[config.mk]
export PLATFORM = sky130hd
export DESIGN_NAME = mmu_pf_entry
export DESIGN_NICKNAME = d
export VERILOG_FILES = /design/src/rtl/mmu_pf_pkg.sv /design/src/rtl/mmu_pf_qualify.sv /design/src/rtl/mmu_pf_compute.sv /design/src/rtl/mmu_pf_regs.sv /design/src/rtl/mmu_pf_entry.sv
export SDC_FILE = /design/constraint.sdc
export NUM_CORES = 1
export LEC_CHECK = 0
export ABC_AREA = 1
export BUFFER_PORTS_ARGS = -buffer_cell sky130_fd_sc_hd__buf_2
export CAP_MARGIN = 20
export CORE_AREA = 2 2 161 163
export DETAILED_ROUTE_END_ITERATION = 16
export DIE_AREA = 0 0 163 165
export PLACE_DENSITY = 0.63
export SLEW_MARGIN = 15
export SYNTH_ARGS = -nofsm -noshare
export SYNTH_HDL_FRONTEND = slang
export SYNTH_SLANG_ARGS = --single-unit
export TNS_END_PERCENT = 5
[constraint.sdc]
create_clock -name clk -period 1.2 [get_ports clk]
set_input_delay 0.06 -clock clk [delete_from_list [all_inputs] [get_ports clk]]
set_output_delay 0.06 -clock clk [all_outputs]
set_load 0.005 [all_outputs]
[src/rtl/mmu_pf_pkg.sv]
package mmu_pf_pkg;
  localparam int SR_MODE_BIT  = 30;
  localparam int SR_BANK_BIT  = 29;
  localparam int SR_BLOCK_BIT = 28;
  localparam int CODE_W       = 12;
  localparam logic [CODE_W-1:0] CODE_LOAD_DENY  = 12'h0A0;
  localparam logic [CODE_W-1:0] CODE_STORE_DENY = 12'h0C0;

  typedef enum logic {ACC_LOAD = 1'b0, ACC_STORE = 1'b1} acc_kind_e;

  typedef enum logic [1:0] {
    DEC_IDLE   = 2'd0,
    DEC_TAKE   = 2'd1,
    DEC_REFUSE = 2'd2
  } decision_e;
endpackage

[src/rtl/mmu_pf_qualify.sv]
module mmu_pf_qualify (
  input  logic                  req_valid,
  input  logic                  req_ready,
  input  logic                  hit_valid,
  input  logic                  hit_match,
  input  logic                  hit_denied,
  input  logic                  blocked,
  output mmu_pf_pkg::decision_e decision
);
  import mmu_pf_pkg::*;

  logic candidate;

  always_comb begin
    candidate = req_valid && req_ready && hit_valid && hit_match && hit_denied;
    if (!candidate)   decision = DEC_IDLE;
    else if (blocked) decision = DEC_REFUSE;
    else              decision = DEC_TAKE;
  end
endmodule

[src/rtl/mmu_pf_compute.sv]
module mmu_pf_compute #(
  parameter int ADDR_W  = 32,
  parameter int SR_W    = 32,
  parameter int WAY_W   = 2,
  parameter int VPN_LO  = 10,
  parameter logic [ADDR_W-1:0] VEC_OFS = 'h100
) (
  input  logic [ADDR_W-1:0]           fault_va,
  input  logic                        acc_store,
  input  logic [ADDR_W-1:0]           cur_pc,
  input  logic                        in_dslot,
  input  logic [ADDR_W-1:0]           branch_pc,
  input  logic [SR_W-1:0]             sr_in,
  input  logic [ADDR_W-1:0]           vbr_in,
  input  logic [ADDR_W-1:0]           pteh_cur,
  output logic [ADDR_W-1:0]           pteh_nxt,
  output logic [mmu_pf_pkg::CODE_W-1:0] code_nxt,
  output logic [ADDR_W-1:0]           spc_nxt,
  output logic [SR_W-1:0]             sr_nxt,
  output logic [ADDR_W-1:0]           target_nxt
);
  import mmu_pf_pkg::*;

  localparam int VPN_W = ADDR_W - VPN_LO;

  acc_kind_e kind;

  always_comb begin
    kind       = acc_kind_e'(acc_store);
    pteh_nxt   = {fault_va[ADDR_W-1 -: VPN_W], pteh_cur[VPN_LO-1:0]};
    code_nxt   = (kind == ACC_STORE) ? CODE_STORE_DENY : CODE_LOAD_DENY;
    spc_nxt    = in_dslot ? branch_pc : cur_pc;
    target_nxt = vbr_in + VEC_OFS;
    sr_nxt     = sr_in;
    sr_nxt[SR_MODE_BIT]  = 1'b1;
    sr_nxt[SR_BANK_BIT]  = 1'b1;
    sr_nxt[SR_BLOCK_BIT] = 1'b1;
  end
endmodule

[src/rtl/mmu_pf_regs.sv]
module mmu_pf_regs #(
  parameter int ADDR_W = 32,
  parameter int SR_W   = 32,
  parameter int WAY_W  = 2,
  parameter logic [ADDR_W-1:0] VEC_OFS = 'h100
) (
  input  logic                          clk,
  input  logic                          rst_n,
  input  mmu_pf_pkg::decision_e         decision,
  input  logic                          req_valid,
  input  logic [SR_W-1:0]               sr_in,
  input  logic [ADDR_W-1:0]             vbr_in,
  input  logic [ADDR_W-1:0]             fault_va,
  input  logic [WAY_W-1:0]              way_idx,
  input  logic [ADDR_W-1:0]             pteh_nxt,
  input  logic [mmu_pf_pkg::CODE_W-1:0] code_nxt,
  input  logic [ADDR_W-1:0]             spc_nxt,
  input  logic [SR_W-1:0]               sr_nxt,
  input  logic [ADDR_W-1:0]             target_nxt,
  input  logic                          pteh_wr_en,
  input  logic [ADDR_W-1:0]             pteh_wr_data,
  output logic                          ready_q,
  output logic                          fire_q,
  output logic                          err_q,
  output logic [ADDR_W-1:0]             pteh_q,
  output logic [ADDR_W-1:0]             tea_q,
  output logic [mmu_pf_pkg::CODE_W-1:0] code_q,
  output logic [ADDR_W-1:0]             spc_q,
  output logic [SR_W-1:0]               ssr_q,
  output logic [SR_W-1:0]               sr_out_q,
  output logic [ADDR_W-1:0]             target_q,
  output logic [WAY_W-1:0]              rc_q
);
  import mmu_pf_pkg::*;

  logic take;
  assign take = (decision == DEC_TAKE);

  always_ff @(posedge clk or negedge rst_n) begin
    if (!rst_n) begin
      ready_q  <= 1'b0;
      fire_q   <= 1'b0;
      err_q    <= 1'b0;
      pteh_q   <= '0;
      tea_q    <= '0;
      code_q   <= '0;
      spc_q    <= '0;
      ssr_q    <= '0;
      sr_out_q <= '0;
      target_q <= '0;
      rc_q     <= '0;
    end else begin
      ready_q <= 1'b1;
      fire_q  <= take;
      err_q   <= (decision == DEC_REFUSE);
      if (take) begin
        pteh_q   <= pteh_nxt;
        tea_q    <= fault_va;
        code_q   <= code_nxt;
        spc_q    <= spc_nxt;
        ssr_q    <= sr_in;
        sr_out_q <= sr_nxt;
        target_q <= target_nxt;
        rc_q     <= way_idx;
      end else if (pteh_wr_en) begin
        pteh_q <= pteh_wr_data;
      end
    end
  end

  AST_FIRE_ERR_EXCL: assert property (@(posedge clk) disable iff (!rst_n)
    !(fire_q && err_q));
  AST_SSR_PRESTATE: assert property (@(posedge clk) disable iff (!rst_n)
    fire_q |-> ssr_q == $past(sr_in));
  AST_SR_BITS_RAISED: assert property (@(posedge clk) disable iff (!rst_n)
    fire_q |-> (sr_out_q[SR_MODE_BIT] && sr_out_q[SR_BANK_BIT] && sr_out_q[SR_BLOCK_BIT]));
  AST_VECTOR_TARGET: assert property (@(posedge clk) disable iff (!rst_n)
    fire_q |-> target_q == $past(vbr_in) + VEC_OFS);
  AST_REFUSE_KEEPS: assert property (@(posedge clk) disable iff (!rst_n)
    err_q |-> ($stable(tea_q) && $stable(spc_q) && $stable(code_q) && $stable(ssr_q)));
  AST_BLOCKED_NO_FIRE: assert property (@(posedge clk) disable iff (!rst_n)
    (req_valid && sr_in[SR_BLOCK_BIT]) |=> !fire_q);
  AST_CODE_LEGAL: assert property (@(posedge clk) disable iff (!rst_n)
    fire_q |-> (code_q == CODE_LOAD_DENY || code_q == CODE_STORE_DENY));
endmodule

[src/rtl/mmu_pf_entry.sv]
module mmu_pf_entry #(
  parameter int ADDR_W = 32,
  parameter int SR_W   = 32,
  parameter int WAYS   = 4,
  parameter int VPN_LO = 10,
  parameter logic [ADDR_W-1:0] VEC_OFS = 'h100,
  localparam int WAY_W = (WAYS > 1) ? $clog2(WAYS) : 1
) (
  input  logic                          clk,
  input  logic                          rst_n,
  input  logic                          req_valid,
  output logic                          req_ready,
  input  logic                          hit_valid,
  input  logic                          hit_match,
  input  logic                          hit_denied,
  input  logic                          acc_store,
  input  logic [ADDR_W-1:0]             fault_va,
  input  logic [WAY_W-1:0]              way_idx,
  input  logic [ADDR_W-1:0]             cur_pc,
  input  logic                          in_dslot,
  input  logic [ADDR_W-1:0]             branch_pc,
  input  logic [SR_W-1:0]               sr_in,
  input  logic [ADDR_W-1:0]             vbr_in,
  input  logic                          pteh_wr_en,
  input  logic [ADDR_W-1:0]             pteh_wr_data,
  output logic                          fire,
  output logic [ADDR_W-1:0]             redirect_pc,
  output logic [SR_W-1:0]               sr_out,
  output logic [ADDR_W-1:0]             pteh,
  output logic [ADDR_W-1:0]             tea,
  output logic [mmu_pf_pkg::CODE_W-1:0] exc_code,
  output logic [ADDR_W-1:0]             spc,
  output logic [SR_W-1:0]               ssr,
  output logic [WAY_W-1:0]              rc_way,
  output logic                          blocked_err
);
  import mmu_pf_pkg::*;

  decision_e              decision;
  logic [ADDR_W-1:0]      pteh_nxt, spc_nxt, target_nxt;
  logic [CODE_W-1:0]      code_nxt;
  logic [SR_W-1:0]        sr_nxt;

  mmu_pf_qualify u_qualify (
    .req_valid  (req_valid),
    .req_ready  (req_ready),
    .hit_valid  (hit_valid),
    .hit_match  (hit_match),
    .hit_denied (hit_denied),
    .blocked    (sr_in[SR_BLOCK_BIT]),
    .decision   (decision)
  );

  mmu_pf_compute #(
    .ADDR_W(ADDR_W), .SR_W(SR_W), .WAY_W(WAY_W), .VPN_LO(VPN_LO), .VEC_OFS(VEC_OFS)
  ) u_compute (
    .fault_va   (fault_va),
    .acc_store  (acc_store),
    .cur_pc     (cur_pc),
    .in_dslot   (in_dslot),
    .branch_pc  (branch_pc),
    .sr_in      (sr_in),
    .vbr_in     (vbr_in),
    .pteh_cur   (pteh),
    .pteh_nxt   (pteh_nxt),
    .code_nxt   (code_nxt),
    .spc_nxt    (spc_nxt),
    .sr_nxt     (sr_nxt),
    .target_nxt (target_nxt)
  );

  mmu_pf_regs #(
    .ADDR_W(ADDR_W), .SR_W(SR_W), .WAY_W(WAY_W), .VEC_OFS(VEC_OFS)
  ) u_regs (
    .clk          (clk),
    .rst_n        (rst_n),
    .decision     (decision),
    .req_valid    (req_valid),
    .sr_in        (sr_in),
    .vbr_in       (vbr_in),
    .fault_va     (fault_va),
    .way_idx      (way_idx),
    .pteh_nxt     (pteh_nxt),
    .code_nxt     (code_nxt),
    .spc_nxt      (spc_nxt),
    .sr_nxt       (sr_nxt),
    .target_nxt   (target_nxt),
    .pteh_wr_en   (pteh_wr_en),
    .pteh_wr_data (pteh_wr_data),
    .ready_q      (req_ready),
    .fire_q       (fire),
    .err_q        (blocked_err),
    .pteh_q       (pteh),
    .tea_q        (tea),
    .code_q       (exc_code),
    .spc_q        (spc),
    .ssr_q        (ssr),
    .sr_out_q     (sr_out),
    .target_q     (redirect_pc),
    .rc_q         (rc_way)
  );

  AST_VPN_FOLLOWS_VA: assert property (@(posedge clk) disable iff (!rst_n)
    fire |-> pteh[ADDR_W-1:VPN_LO] == $past(fault_va[ADDR_W-1:VPN_LO]));
  AST_TEA_FULL_VA: assert property (@(posedge clk) disable iff (!rst_n)
    fire |-> tea == $past(fault_va));
endmodule

# ---- Word level (Yosys, flattened, before mapping)
# Cells that the tools add are included.
dict set report word_totals {
  out_inout_bits 209
  input_bits 203
  reg_bits 209
  elab_cells 28
}
dict set report classes {
  n_mux 6
  n_eq_ne 2
  add_sub_neg 1
  reduce_logical 6
  n_bitwise 1
}
# operator n
set op_table {}
lappend op_table {{$mux W32} 3}
lappend op_table {{$add A32 B9 Y32 const B} 1}
lappend op_table {{$mux W7} 1}
lappend op_table {{$logic_and A1 B1 Y1} 4}
lappend op_table {{$mux W2} 2}
lappend op_table {{$eq A2 B1 Y1 const B} 1}
lappend op_table {{$eq A2 B2 Y1 const B} 1}
lappend op_table {{$reduce_and A2 Y1} 1}
lappend op_table {{$reduce_bool A2 Y1} 1}
lappend op_table {{$not A1 Y1} 1}

# ---- Logic depth before layout (Yosys ltp)
# Gate-level depths: netlist of run 1.
dict set report logic_depth {
  ltp_word 8
  mapped_depth 9
  depth_no_buf 9
}

# ---- By module
# A second synthesis of run 1 with hierarchy kept.
dict set report hier_totals {
  cells_unflattened 1273
  area_unflattened_um2 10173.5
}
# module instances seq_area_each_um2 area_each_um2 cells_per_inst
set modules_own_cells {}
lappend modules_own_cells {mmu_pf_regs 1 5230.0 8496.9 1020}
lappend modules_own_cells {mmu_pf_compute 1 0.0 1644.1 248}
lappend modules_own_cells {mmu_pf_qualify 1 0.0 32.5 5}

# ---- Least setup slack after synthesis of run 1
# OpenSTA, ideal clock, no wires.
dict set report synth_path {
  path_kind {flip-flop to flip-flop}
  start {reg u_regs.ready_q}
  end {reg u_regs.pteh_q[10]}
  path_slack_ns 0.015
  arrival_time_ns 1.061
  period_less_slack_ns 1.185
  path_stages_with_launch 9
  required_ns 1.076
  setup_ns 0.124
  path_buffers 2
  cell_sequence {dfrtp_1 -> nand2_1 -> inv_1 -> nand3_4 -> inv_2 -> buf_4 -> buf_4 -> nand2_1 -> nand3_1}
}
dict set report synth_between {
  elab_chain_len 7
  elab_cells_between_ends 8
  classes_between {eq/ne: 1; mux: 2; reduce/logical: 5}
}
# element line_no
set synth_lines {}
lappend synth_lines {{start, declared} mmu_pf_regs.sv:22} ;# output logic ready_q,
lappend synth_lines {{start signal, assigned} mmu_pf_regs.sv:41} ;# ready_q <= 1'b0;
lappend synth_lines {{start signal, assigned} mmu_pf_regs.sv:53} ;# ready_q <= 1'b1;
lappend synth_lines {{$logic_and A1 B1 Y1 * (4 in series)} mmu_pf_qualify.sv:15} ;# candidate = req_valid && req_ready && hit_valid && hit_match && hit_denied;
lappend synth_lines {{$mux W2 *} mmu_pf_qualify.sv:16} ;# if (!candidate) decision = DEC_IDLE;
lappend synth_lines {{$eq A2 B1 Y1 *} mmu_pf_regs.sv:37} ;# assign take = (decision == DEC_TAKE);
lappend synth_lines {{$mux W32 or $reduce_bool A2 Y1 (tied branches)} -}
lappend synth_lines {{end signal, assigned} mmu_pf_regs.sv:57} ;# pteh_q <= pteh_nxt;
lappend synth_lines {{end signal, assigned} mmu_pf_regs.sv:66} ;# pteh_q <= pteh_wr_data;
lappend synth_lines {{end, declared} mmu_pf_regs.sv:25} ;# output logic [ADDR_W-1:0] pteh_q,
# Mark *: on every way between the ends. The rest lies on a longest branch, timed or not.
# A chain may end at the register's enable or synchronous reset.

# ---- Worst setup path in the final report of run 1
# Ends and elaborated chain as after synthesis.

==> results of run 1 <==
==> synth_stat cells (2+ instances only) <==
cell type | count | share of area, %
or2_2 | 5 | 0.41
nor2_1 | 23 | 1.1
nand4_1 | 3 | 0.25
buf_1 | 6 | 0.30
o21bai_1 | 3 | 0.30
nand3_1 | 78 | 5.1
nor2_4 | 2 | 0.30
buf_2 | 26 | 1.7
o21ai_0 | 67 | 4.4
nor2_2 | 3 | 0.25
clkbuf_1 | 8 | 0.39
o21ai_1 | 5 | 0.33
xnor2_1 | 2 | 0.23
xor2_1 | 4 | 0.46
buf_4 | 46 | 4.5
nand2_2 | 2 | 0.16
nand2_1 | 420 | 21
inv_1 | 55 | 2.7
dfrtp_1 | 168 | 55
conb_1 | 2 | 0.099
==> worst max path at each step <==
stage                             start                         endpoint  slack [ns]  depth (start not counted)
4_1_cts        u_regs.ready_q$_DFF_PN0_    u_regs.pteh_q[19]$_DFFE_PN0P_       -0.12                         10
2_1_floorplan  u_regs.ready_q$_DFF_PN0_    u_regs.pteh_q[10]$_DFFE_PN0P_        0.01                          8
6_report       u_regs.ready_q$_DFF_PN0_    u_regs.pteh_q[10]$_DFFE_PN0P_       -0.13                         10
3_5_place_dp   u_regs.ready_q$_DFF_PN0_  u_regs.target_q[31]$_DFFE_PN0N_       -0.17                          7
3_3_place_gp   u_regs.ready_q$_DFF_PN0_  u_regs.target_q[31]$_DFFE_PN0N_       -0.14                          7
5_1_grt        u_regs.ready_q$_DFF_PN0_    u_regs.pteh_q[31]$_DFFE_PN0P_       -0.21                         10
==> cell usage in the layout (no fill, tap or decap), types with 6 or more instances in the layout <==
master | netlist | final
o21ai_0 | 67 | 45
nand3_2 | 0 | 17
dlygate4sd3_1 | 0 | 178
inv_1 | 55 | 53
inv_6 | 0 | 6
conb_1 | 2 | 10
nand2_4 | 0 | 8
nand2_2 | 2 | 46
nor2_1 | 23 | 21
o21ai_1 | 5 | 25
buf_2 | 26 | 401
buf_6 | 0 | 6
nand3_1 | 78 | 61
buf_4 | 46 | 25
nand2_1 | 420 | 367
clkbuf_16 | 0 | 18
dfrtp_1 | 168 | 168
buf_12 | 0 | 13
==> timing repair <==
item                       CTS  global route
pin swaps                    3             1
resized for setup           76            68
setup endpoints to repair  158           166
hold endpoints to repair   325             1
gates cloned                 5             1
setup buffers                9             0
hold buffers               177             1
==> sequential cells by signal, summed over array words and instances, names as in the netlist, 2 cells and up <==
name and count:
u_regs.spc_q 32, u_regs.sr_out_q 30, u_regs.rc_q 2, u_regs.ssr_q 3
u_regs.tea_q 32, u_regs.target_q 32, u_regs.pteh_q 32, u_regs.code_q 2
==> power by group through the flow <==
stage                     sequential, uW  combinational [uW]  clock (uW)
after detailed placement            7260                3180           0
final                               7250                3840        5360
after floorplan                     7320                1310           0
after global routing                7360                4280        5800
after CTS                           7180                3740        5570
after global placement              7260                3130           0
==> worst max-delay path, delay by kind of cell (launching register included) <==
kind,cells,cell delay (ns)
flops,1,0.34
simple gates,5,0.33
buf+inv,5,0.54
==> per-stage QoR <==
stage / setup TNS [ns] / hold slack [ns] / utilization (%) / instance area, um2
6_report: -9.77 / 0.0156 / 51.7 / 13000
5_1_grt: -24.06 / 0.0310 / 51.7 / 13000
4_1_cts: -11.58 / 0.00536 / 50.8 / 12700
3_5_place_dp: -12.56 / 0.00435 / 39.6 / 9920
3_3_place_gp: -9.36 / 0.0147 / 39.6 / 9920
2_1_floorplan: 0 / -0.236 / - / 7640
==> routing by layer <==
layer / vias to the layer above / wire length (um) / track usage, %
met1: 3900 / 11200 / 23.8
met3: 67 / 1890 / 4.72
met2: 371 / 13700 / 34.7
li1: 4014 / - / -
met4: 0 / 891 / 8.53
met5: - / 0 / 0
==> cell type report <==
type                       count  area (um2)
multi-input combinational    634        2990
fill                        2301       12100
sequential                   168        4200
inverter                      56         228
timing repair buffer         633        4540
clock inverter                15         154
clock buffer                  17         425
tap                          330         413
==> cells by family after synthesis <==
logic type                 Yosys count
adders and majority gates            1
AOI/OAI and AO/OA                   78
other                                2
DFF                                168
buffers and inverters              142
and+or+nand+nor                    539
xor gates and xnor gates             6
==> key figures, run 1 <==
Logic synthesis
  • Cells after Synth: 936
  • Unique masters post-synth: 28
  • Yosys warns: 0
  • Synth Area per Inst: around 8 um2
  • Fraction of the mapped netlist area in simple logic gates: 28.8%
  • Synth Cell Area: 7610 um2
  • Async SR Flop Fraction: 100%
  • Post-synthesis xor/xnor area fraction: 0.691%
  • Synth Area in Adders: 0.164%
  • Main synth FF type: dfrtp_1
  • Largest family of logic cells by synthesized area: simple AND/OR/NAND/NOR gates
  • Post-synth EDFFs: 0
  • Sequential share of the synthesized area: 55.2%
  • Register bit total from synthesis: 168
  • Post-synthesis mux area share: 0%
  • Synth Area in Compound Gates: 5.29%

Global routing
  • Antenna violations before repair: 0
  • Congestion Overflow GR: 0
  • Pin count of the biggest net entering global routing: 37
  • Tot GR Track Use: 20.0%
  • Vias in the first global route: 8,314
  • First-pass GRT wire length: 42.3 mm

Power
  • Combinational share of power: between 20% and 30%
  • Leakage: 0.00725 uW
  • Power Internal: 11,400 uW
  • Final Power: 16,400 uW
  • PD cells: roughly 1300 nW/um2
  • P_sw: 5000 uW
  • Clock power share: between 30 and 40%
  • Power share of the sequential group: 44.1%
  • Peak VDD IR: 0.726 mV
  • Switching Fraction: 30.4%

Setup path
  • Crit path top cell by count: buf_12
  • Critical Path Fanout Max: 8
  • Critical-path cell list: nand2_1 > inv_2 > nand3_4 > buf_12 > buf_6 > nand2_4 > inv_6 > buf_12 > nand2_2 > nand3_2
  • Crit end category: register
  • Reg2reg setup slack: -0.13 ns
  • Worst r2r src: u_regs.ready_q$_DFF_PN0_
  • Setup CP Type: reg2reg
  • CP max stage cell: dfrtp_1
  • Worst r2r path cells: 10
  • Critical Path AT: between 1.5 and 2 ns
  • R2R Path End: u_regs.pteh_q[10]$_DFFE_PN0P_
  • CP Data Required Time: 1.50 ns
  • Startpoint Class: register
  • Crit-path max cell delay: 0.34 ns

Status
  • Outcome: finished with violations
  • Failing checks: negative setup slack

Floorplan
  • DIE HEIGHT: approximately 170 um
  • Core area: 25,000 um2
  • Die span in x: between 150 and 200 um
  • Ports: slightly above 400
  • Initial Util: 30.4%
  • Row Count: 58
  • Total Die Area: 26,900 um2

Timing
  • Peak Freq: around 750 MHz
  • Fin. Hold Viols: 0
  • Period minus WS final: 1.33 ns
  • Final number of setup-violating endpoints: 157
  • Final slew viol count: 0
  • Final Cycle Share: 111%
  • Final Skew: 0.0108 ns
  • RSZ-0062 raised after global routing: yes
  • Fin worst setup slack: -0.128 ns

Detailed routing
  • Iter 0 DRT Violations: 505
  • DRC Markers: 0
  • TritonRoute pass-1 iters: 5
  • DR vias/cell: 4.51
  • Antenna Violating Nets Remaining: 0
  • WL/cell: 14.9 um
  • Vias post-DR: 8,352
  • WL final: 27.7 mm

CTS
  • Number of buffers created by CTS: 17
  • Max Buffers Root-to-Sink: 2
  • H-tree depth: 4
  • CTS sink cnt: 168
  • Root Driver: clkbuf_16
  • Clock Latency Late Sink: 0.41 ns
  • CTS tree: yes
  • CTS clk-pin slew, worst paths: 0.08 ns

Min path
  • Hold depth: 3
  • Class of the worst hold path: in2reg
  • Hold Path End: u_regs.pteh_q[31]$_DFFE_PN0P_
  • HP Start: fault_va[31]

Placed design
  • Gpl congestion: slightly below 0.9
  • DP HPWL: 18.3 mm
  • Placement Setup Slack: -0.170 ns
  • Post-Place Cells: 1,629
  • Port-buffer cells: 402

Layout
  • Final non-filler cell total: 1,853
  • Final layout net count: approximately 1,700
  • ANT cells: 0
  • Fraction of layout cells with a size suffix above 1: between 30% and 40%
  • Synthesis-to-layout area growth: 70.3%

Job
  • Max-cap violations: 0
No activity file was read; power rests on OpenSTA's default activity.
==> run 2: changes to the inputs <==
--- a/config.mk
+++ b/config.mk
@@ -6,12 +6,12 @@
 export NUM_CORES = 1
 export LEC_CHECK = 0
 export ABC_AREA = 1
-export BUFFER_PORTS_ARGS = -buffer_cell sky130_fd_sc_hd__buf_2
+export BUFFER_PORTS_ARGS = -buffer_cell sky130_fd_sc_hd__buf_4
 export CAP_MARGIN = 20
-export CORE_AREA = 2 2 161 163
+export CORE_AREA = 5 5 155 157
 export DETAILED_ROUTE_END_ITERATION = 16
-export DIE_AREA = 0 0 163 165
-export PLACE_DENSITY = 0.63
+export DIE_AREA = 0 0 160 162
+export PLACE_DENSITY = 0.69
 export SLEW_MARGIN = 15
 export SYNTH_ARGS = -nofsm -noshare
 export SYNTH_HDL_FRONTEND = slang
==> key figures, run 2 (synthesis results as in run 1) <==
Layout
  • Fillcell total: 1,803
  • Most common cell after layout, fill and taps aside: buf_4
  • Most frequent cells in the layout: buf_4, nand2_1, dlygate4sd3_1
  • Fraction of layout cells with a size suffix above 1: 36.7%
  • Final core utilization: 61.7%
  • Final Cell Area: 13,800 um2
  • ANT cells: 0
  • Synthesis-to-layout area growth: 81.5%
  • Final layout net count: roughly 1,700

Timing
  • Fin. Hold Viols: 0
  • Hold slack: roughly 0.012 ns
  • Final Skew: roughly 0.0086 ns
  • Final number of setup-violating endpoints: between 100 and 150
  • Period minus WS final: 1.36 ns
  • Final Cycle Share: 113%
  • Final slew viol count: 0
  • Peak Freq: 737 MHz
  • Fin worst setup slack: -0.156 ns
  • Total negative slack: -4.97 ns
  • RSZ-0062 raised after global routing: yes

Floorplan
  • Row Count: 55
  • Die span in x: 160 um
  • DIE HEIGHT: 162 um
  • Core area: roughly 22,000 um2
  • Ports: just over 400
  • Total Die Area: roughly 26,000 um2
  • Initial Util: 34.0%

Placed design
  • Placed inst area: 11,000 um2
  • Port-buffer cells: 402
  • DP HPWL: 19.6 mm
  • Gpl congestion: just under 0.9

Detailed routing
  • WL/cell: 16.3 um
  • DRC Markers: 0
  • Iter 0 DRT Violations: 506
  • Vias post-DR: 8,391
  • DR vias/cell: ~4.6
  • WL final: 29.5 mm
  • Antenna Violating Nets Remaining: 0
  • TritonRoute pass-1 iters: 6

Power
  • Peak VDD IR: 0.774 mV
  • Leakage: 0.00741 uW
  • Final Power: 17,600 uW
  • PD cells: 1280 nW/um2

CTS
  • CTS sink cnt: 168
  • Root Driver: clkbuf_16
  • Number of buffers created by CTS: 17
  • Clock Latency Late Sink: 0.42 ns
  • CTS clk-pin slew, worst paths: ~0.08 ns
  • H-tree depth: 4
  • Max Buffers Root-to-Sink: 2
  • CTS tree: yes

Global routing
  • Antenna violations before repair: 0
  • Vias in the first global route: 8,453
  • Tot GR Track Use: 21.3%
  • Pin count of the biggest net entering global routing: 39
  • First-pass GRT wire length: 44.9 mm
  • Congestion Overflow GR: 0

Setup path
  • Critical Path Fanout Max: 7
  • CP max stage cell: dfrtp_1
  • Setup CP Type: reg2reg
  • Critical-path cell list: nand2_1 > inv_2 > nand3_4 > buf_12 > buf_16 > clkbuf_16 > nand2_1 > nand2_1
  • CP top delay family: buffers and inverters
  • CP Data Required Time: 1.49 ns
  • WP buf/inv: 4
  • Critical Path AT: around 1.7 ns
  • Crit end category: register
  • Startpoint Class: register
  • Crit path top cell by count: nand2_1
  • Crit-path max cell delay: 0.34 ns

Status
  • Outcome: finished with violations
  • Failing checks: negative setup slack

Job
  • Max-cap violations: 0

Min path
  • Class of the worst hold path: in2reg
==> run 2: cell types whose count changed in the layout (fill, tap and decap cells not counted), moves of 5 or more <==
cell / delta
o21ai_1: -11
nand3_2: -16
buf_4: +397
buf_6: +5
nand3_1: +16
o21ai_0: +12
buf_2: -401
clkbuf_16: +5
==> run 2: final timing paths <==
kind	start	to	slack (ns)	cells after the start
worst max-delay path	u_regs.ready_q$_DFF_PN0_	u_regs.sr_out_q[2]$_DFFE_PN0N_	-0.16	8
worst min-delay path	cur_pc[12]	u_regs.spc_q[12]$_DFFE_PN0N_	0.01	3
worst max register to register	u_regs.ready_q$_DFF_PN0_	u_regs.sr_out_q[2]$_DFFE_PN0N_	-0.16	8
worst min register to register	u_regs.pteh_q[1]$_DFFE_PN0P_	u_regs.pteh_q[1]$_DFFE_PN0P_	0.48	2
max in group asynchronous	rst_n	u_regs.pteh_q[30]$_DFFE_PN0P_	0.52	3
min in group asynchronous	rst_n	u_regs.tea_q[24]$_DFFE_PN0N_	0.13	2
==> run 2: layout make-up <==
cell class	instances	area, um2	area share [%]
clock buffers	17	425	3.08
well taps	285	357	2.58
clock inverters	15	175	1.27
inverters	56	210	1.52
flip-flops and latches	168	4200	30.4
repair buffers	635	5580	40.4
multi-input cells	634	2860	20.7
==> run 2: worst register-to-register path: cells and delay by family (launching register included) <==
family,cells,cell delay [ns]
buffers and inverters,4,0.57
flip-flops,1,0.34
AND/OR/NAND/NOR,4,0.33
==> run 2: power breakdown <==
| part | switching (uW) | internal (uW) |
|---|---|---|
| combinational | 1870 | 2810 |
| clock | 2640 | 3000 |
| sequential | 690 | 6610 |
==> run 2: through the flow <==
stage	worst slack (ns)	std cells
4_1_cts	-0.0753	1802
3_5_place_dp	-0.104	1591
5_1_grt	-0.233	1810
6_report	-0.156	1810
2_1_floorplan	0.0147	944
3_3_place_gp	-0.0700	1591
==> run 2: routing by layer <==
layer  share of wire (%)  vias to the layer above  track usage [%]
met2                  52                      342             38.4
met1                  38                     3979             25.0
met4                 2.2                        0             6.69
met5                   0                        -                0
li1                    -                     4020                -
met3                 7.1                       50             5.43
==> run 2: timing repair <==
item / in CTS / in global routing
pin swaps: 3 / 23
buffers inserted: 0 / 2
hold buffers: 179 / 0
gates cloned: 0 / 6
endpoints found under the hold margin: 329 / 0
setup endpoints to repair: 150 / 163
resized for setup: 10 / 77
==> run 3: changes to the inputs <==
--- a/config.mk
+++ b/config.mk
@@ -5,13 +5,13 @@
 export SDC_FILE = /design/constraint.sdc
 export NUM_CORES = 1
 export LEC_CHECK = 0
-export ABC_AREA = 1
+export ABC_AREA = 0
 export BUFFER_PORTS_ARGS = -buffer_cell sky130_fd_sc_hd__buf_4
 export CAP_MARGIN = 20
-export CORE_AREA = 5 5 155 157
+export CORE_AREA = 5 5 158 160
 export DETAILED_ROUTE_END_ITERATION = 16
-export DIE_AREA = 0 0 160 162
-export PLACE_DENSITY = 0.69
+export DIE_AREA = 0 0 163 165
+export PLACE_DENSITY = 0.65
 export SLEW_MARGIN = 15
 export SYNTH_ARGS = -nofsm -noshare
 export SYNTH_HDL_FRONTEND = slang
==> constraint.sdc (replaced) <==
create_clock -name clk -period 1.2 [get_ports clk]
set_input_delay 0.06 -clock clk [delete_from_list [all_inputs] [get_ports clk]]
set_output_delay 0.06 -clock clk [all_outputs]
set_load 0.01 [all_outputs]
==> key figures, run 3 <==
Status
  • Outcome: finished with violations
  • Failing checks: negative hold slack, negative setup slack

Timing
  • Final number of setup-violating endpoints: 166
  • Period minus WS final: 1.50 ns
  • RSZ-0062 raised after global routing: yes
  • Fin worst setup slack: -0.297 ns
  • Fin. Hold Viols: 1
  • Final Cycle Share: 125%
  • Total negative slack: -41.15 ns
  • Final slew viol count: 0
  • Hold slack: -0.0825 ns
  • Final Skew: roughly 0.017 ns
  • Peak Freq: approximately 670 MHz

Placed design
  • Placement Setup Slack: -0.402 ns
  • DP HPWL: 19.1 mm
  • Port-buffer cells: 402
  • Placed inst area: 10,700 um2
  • Gpl congestion: 0.843

Logic synthesis
  • Synth Cell Area: 7250 um2
  • Sequential share of the synthesized area: approximately three fifths
  • Cells after Synth: 750
  • Async SR Flop Fraction: between 90% and 100%
  • Unique masters post-synth: 32
  • Synth Area per Inst: 9.66 um2
  • Post-synth top cells: nand2_1, dfrtp_1, mux2i_1, o21ai_1, buf_4
  • Share of the synthesized area in the top cell type: between 50% and 60%
  • Area leader, netlist: dfrtp_1
  • Top cells by area, synth: dfrtp_1, nand2_1, mux2i_1
  • Register bit total from synthesis: ~170
  • Most frequent cell after synthesis: nand2_1
  • Post-synth EDFFs: 0
  • Main synth FF type: dfrtp_1
  • Yosys warns: 0

Global routing
  • Vias in the first global route: ~8,000
  • Pin count of the biggest net entering global routing: 60
  • Congestion Overflow GR: 0
  • Tot GR Track Use: 20.5%
  • Antenna violations before repair: 0
  • First-pass GRT wire length: 43.1 mm

Power
  • Clock power share: 30.5%
  • Power Internal: between 10,000 and 15,000 uW
  • Combinational share of power: 29.1%
  • Power share of the sequential group: 40.5%
  • Leakage: 0.00705 uW
  • Switching Fraction: 31.2%
  • P_sw: 5610 uW
  • Peak VDD IR: 0.815 mV
  • PD cells: 1320 nW/um2

Floorplan
  • Die span in x: 163 um
  • Row Count: 56
  • Ports: 412
  • DIE HEIGHT: 165 um
  • Total Die Area: approximately 27,000 um2
  • Core area: 23,300 um2
  • Initial Util: 31.2%

Detailed routing
  • WL/cell: 17.5 um
  • DR vias/cell: 4.56
  • Antenna Violating Nets Remaining: 0
  • WL final: between 20 and 30 mm
  • Vias post-DR: ~7,600
  • DRC Markers: 0
  • TritonRoute pass-1 iters: 4
  • Iter 0 DRT Violations: approximately 350

Setup path
  • Critical Path AT: ~1.9 ns
  • CP Data Required Time: 1.55 ns
  • Crit path top cell by count: nand2_1
  • Startpoint Class: register
  • Critical Path Fanout Max: 18
  • Crit-path max cell delay: 0.48 ns
  • CP max stage cell: or3_4
  • Setup CP Type: reg2reg
  • Crit end category: register
  • Critical-path cell list: nand2_1 > or3_4 > clkinv_8 > buf_12 > buf_16 > nand2_1 > nand2_1

CTS
  • CTS tree: yes
  • CTS Hold Bufs: ~180
  • H-tree depth: 4
  • CTS sink cnt: 168
  • CTS clk-pin slew, worst paths: 0.07 ns
  • Number of buffers created by CTS: 17
  • Root Driver: clkbuf_16
  • Clock Latency Late Sink: 0.42 ns
  • Max Buffers Root-to-Sink: 2

Job
  • Max-cap violations: 0

Layout
  • Most common cell after layout, fill and taps aside: buf_4
  • Fraction of layout cells with a size suffix above 1: between 40 and 50%
  • Final Cell Area: about 14,000 um2
  • Fillcell total: approximately 1,900
  • Synthesis-to-layout area growth: 88.4%
  • Final layout net count: 1,536
  • Most frequent cells in the layout: buf_4, nand2_1, dlygate4sd3_1

Min path
  • Class of the worst hold path: in2reg
==> run 3: cell types whose count changed after synthesis, moves of 8 or more <==
| cell | change |
|---|---|
| clkbuf_1 | +28 |
| mux2_2 | +8 |
| nand3_1 | -69 |
| nand2_1 | -140 |
| nor2_1 | -13 |
| buf_2 | -24 |
| mux2i_1 | +54 |
| a31oi_1 | +8 |
| xnor2_1 | +10 |
| or3_1 | +9 |
| o21ai_0 | -43 |
| inv_1 | -49 |
| o21ai_1 | +49 |
==> run 3: area by class of cell <==
class | instances | area (um2) | area share (%)
clock buffer | 18 | 439 | 3.22
timing repair buffer | 636 | 5590 | 41.0
sequential | 168 | 4200 | 30.8
tap | 319 | 399 | 2.92
multi-input combinational | 502 | 2820 | 20.7
inverter | 7 | 38.8 | 0.284
antenna | 1 | 2.50 | 0.0183
clock inverter | 14 | 155 | 1.14
==> run 3: cell families (layout without fill, tap and decap cells) <==
| family | after synthesis | count (layout) | share of synthesized area [%] |
|---|---|---|---|
| AND/OR/NAND/NOR | 327 | 327 | 18.2 |
| adder cells (fa/ha/maj) | 1 | 1 | 0.173 |
| other | 2 | 11 | 0.104 |
| flip-flops | 168 | 168 | 58.0 |
| AO/OA/AOI/OAI | 86 | 86 | 6.08 |
| multiplexers | 64 | 64 | 9.01 |
| XOR/XNOR | 14 | 14 | 1.69 |
| buffers and inverters | 88 | 675 | 6.72 |
==> run 3: routing by layer <==
layer / vias up / track usage [%] / part of all wire [%]
met4: 0 / 8.01 / 3.9
met2: 349 / 37.4 / 51
met3: 68 / 7.04 / 8.2
li1: 3565 / - / -
met1: 3613 / 21.7 / 36
met5: - / 0 / 0
==> run 3: stage by stage <==
step,total power [uW],instances,util (%),hold slack (ns)
2_1_floorplan,9080,758,-,-0.236
3_3_place_gp,11800,1438,45.8,-0.0158
3_5_place_dp,11900,1438,45.8,-0.0155
4_1_cts,18000,1660,57.6,-0.102
5_1_grt,18900,1664,58.7,-0.0989
6_report,18000,1665,58.7,-0.0825
==> run 3: path summary, 6_finish.rpt <==
kind | start | end | slack, ns | cells past startpoint
worst max-delay path | u_regs.ready_q$_DFF_PN0_ | u_regs.sr_out_q[7]$_DFFE_PN0N_ | -0.30 | 7
worst min-delay path | req_valid | u_regs.err_q$_DFF_PN0_ | -0.08 | 3
worst max register to register | u_regs.ready_q$_DFF_PN0_ | u_regs.sr_out_q[7]$_DFFE_PN0N_ | -0.30 | 7
worst min register to register | u_regs.target_q[4]$_DFFE_PN0N_ | u_regs.target_q[4]$_DFFE_PN0N_ | 0.48 | 2
max in group asynchronous | rst_n | u_regs.tea_q[0]$_DFFE_PN0N_ | 0.53 | 3
min in group asynchronous | rst_n | u_regs.spc_q[8]$_DFFE_PN0N_ | 0.09 | 2
==> run 3: worst max-delay path, delay by kind of cell (launching register included) <==
kind	cells	cell delay [ns]
buf+inv	3	0.40
flops	1	0.34
simple gates	4	0.68
==> run 3: power groups by stage <==
stage / logic, uW / clock network (uW) / registers [uW]
finish: 5230 / 5480 / 7280
global route: 5660 / 5860 / 7400
CTS: 5130 / 5610 / 7250
detailed placement: 4580 / 0 / 7340
global placement: 4530 / 0 / 7300
floorplan: 1370 / 0 / 7710
==> run 3: repair_timing <==
item / CTS / global route
cloned: 5 / 4
pin swaps: 11 / 14
resized for setup: 48 / 58
setup endpoints to repair: 166 / 166
hold endpoints to repair: 318 / 1
setup buffers: 3 / 0
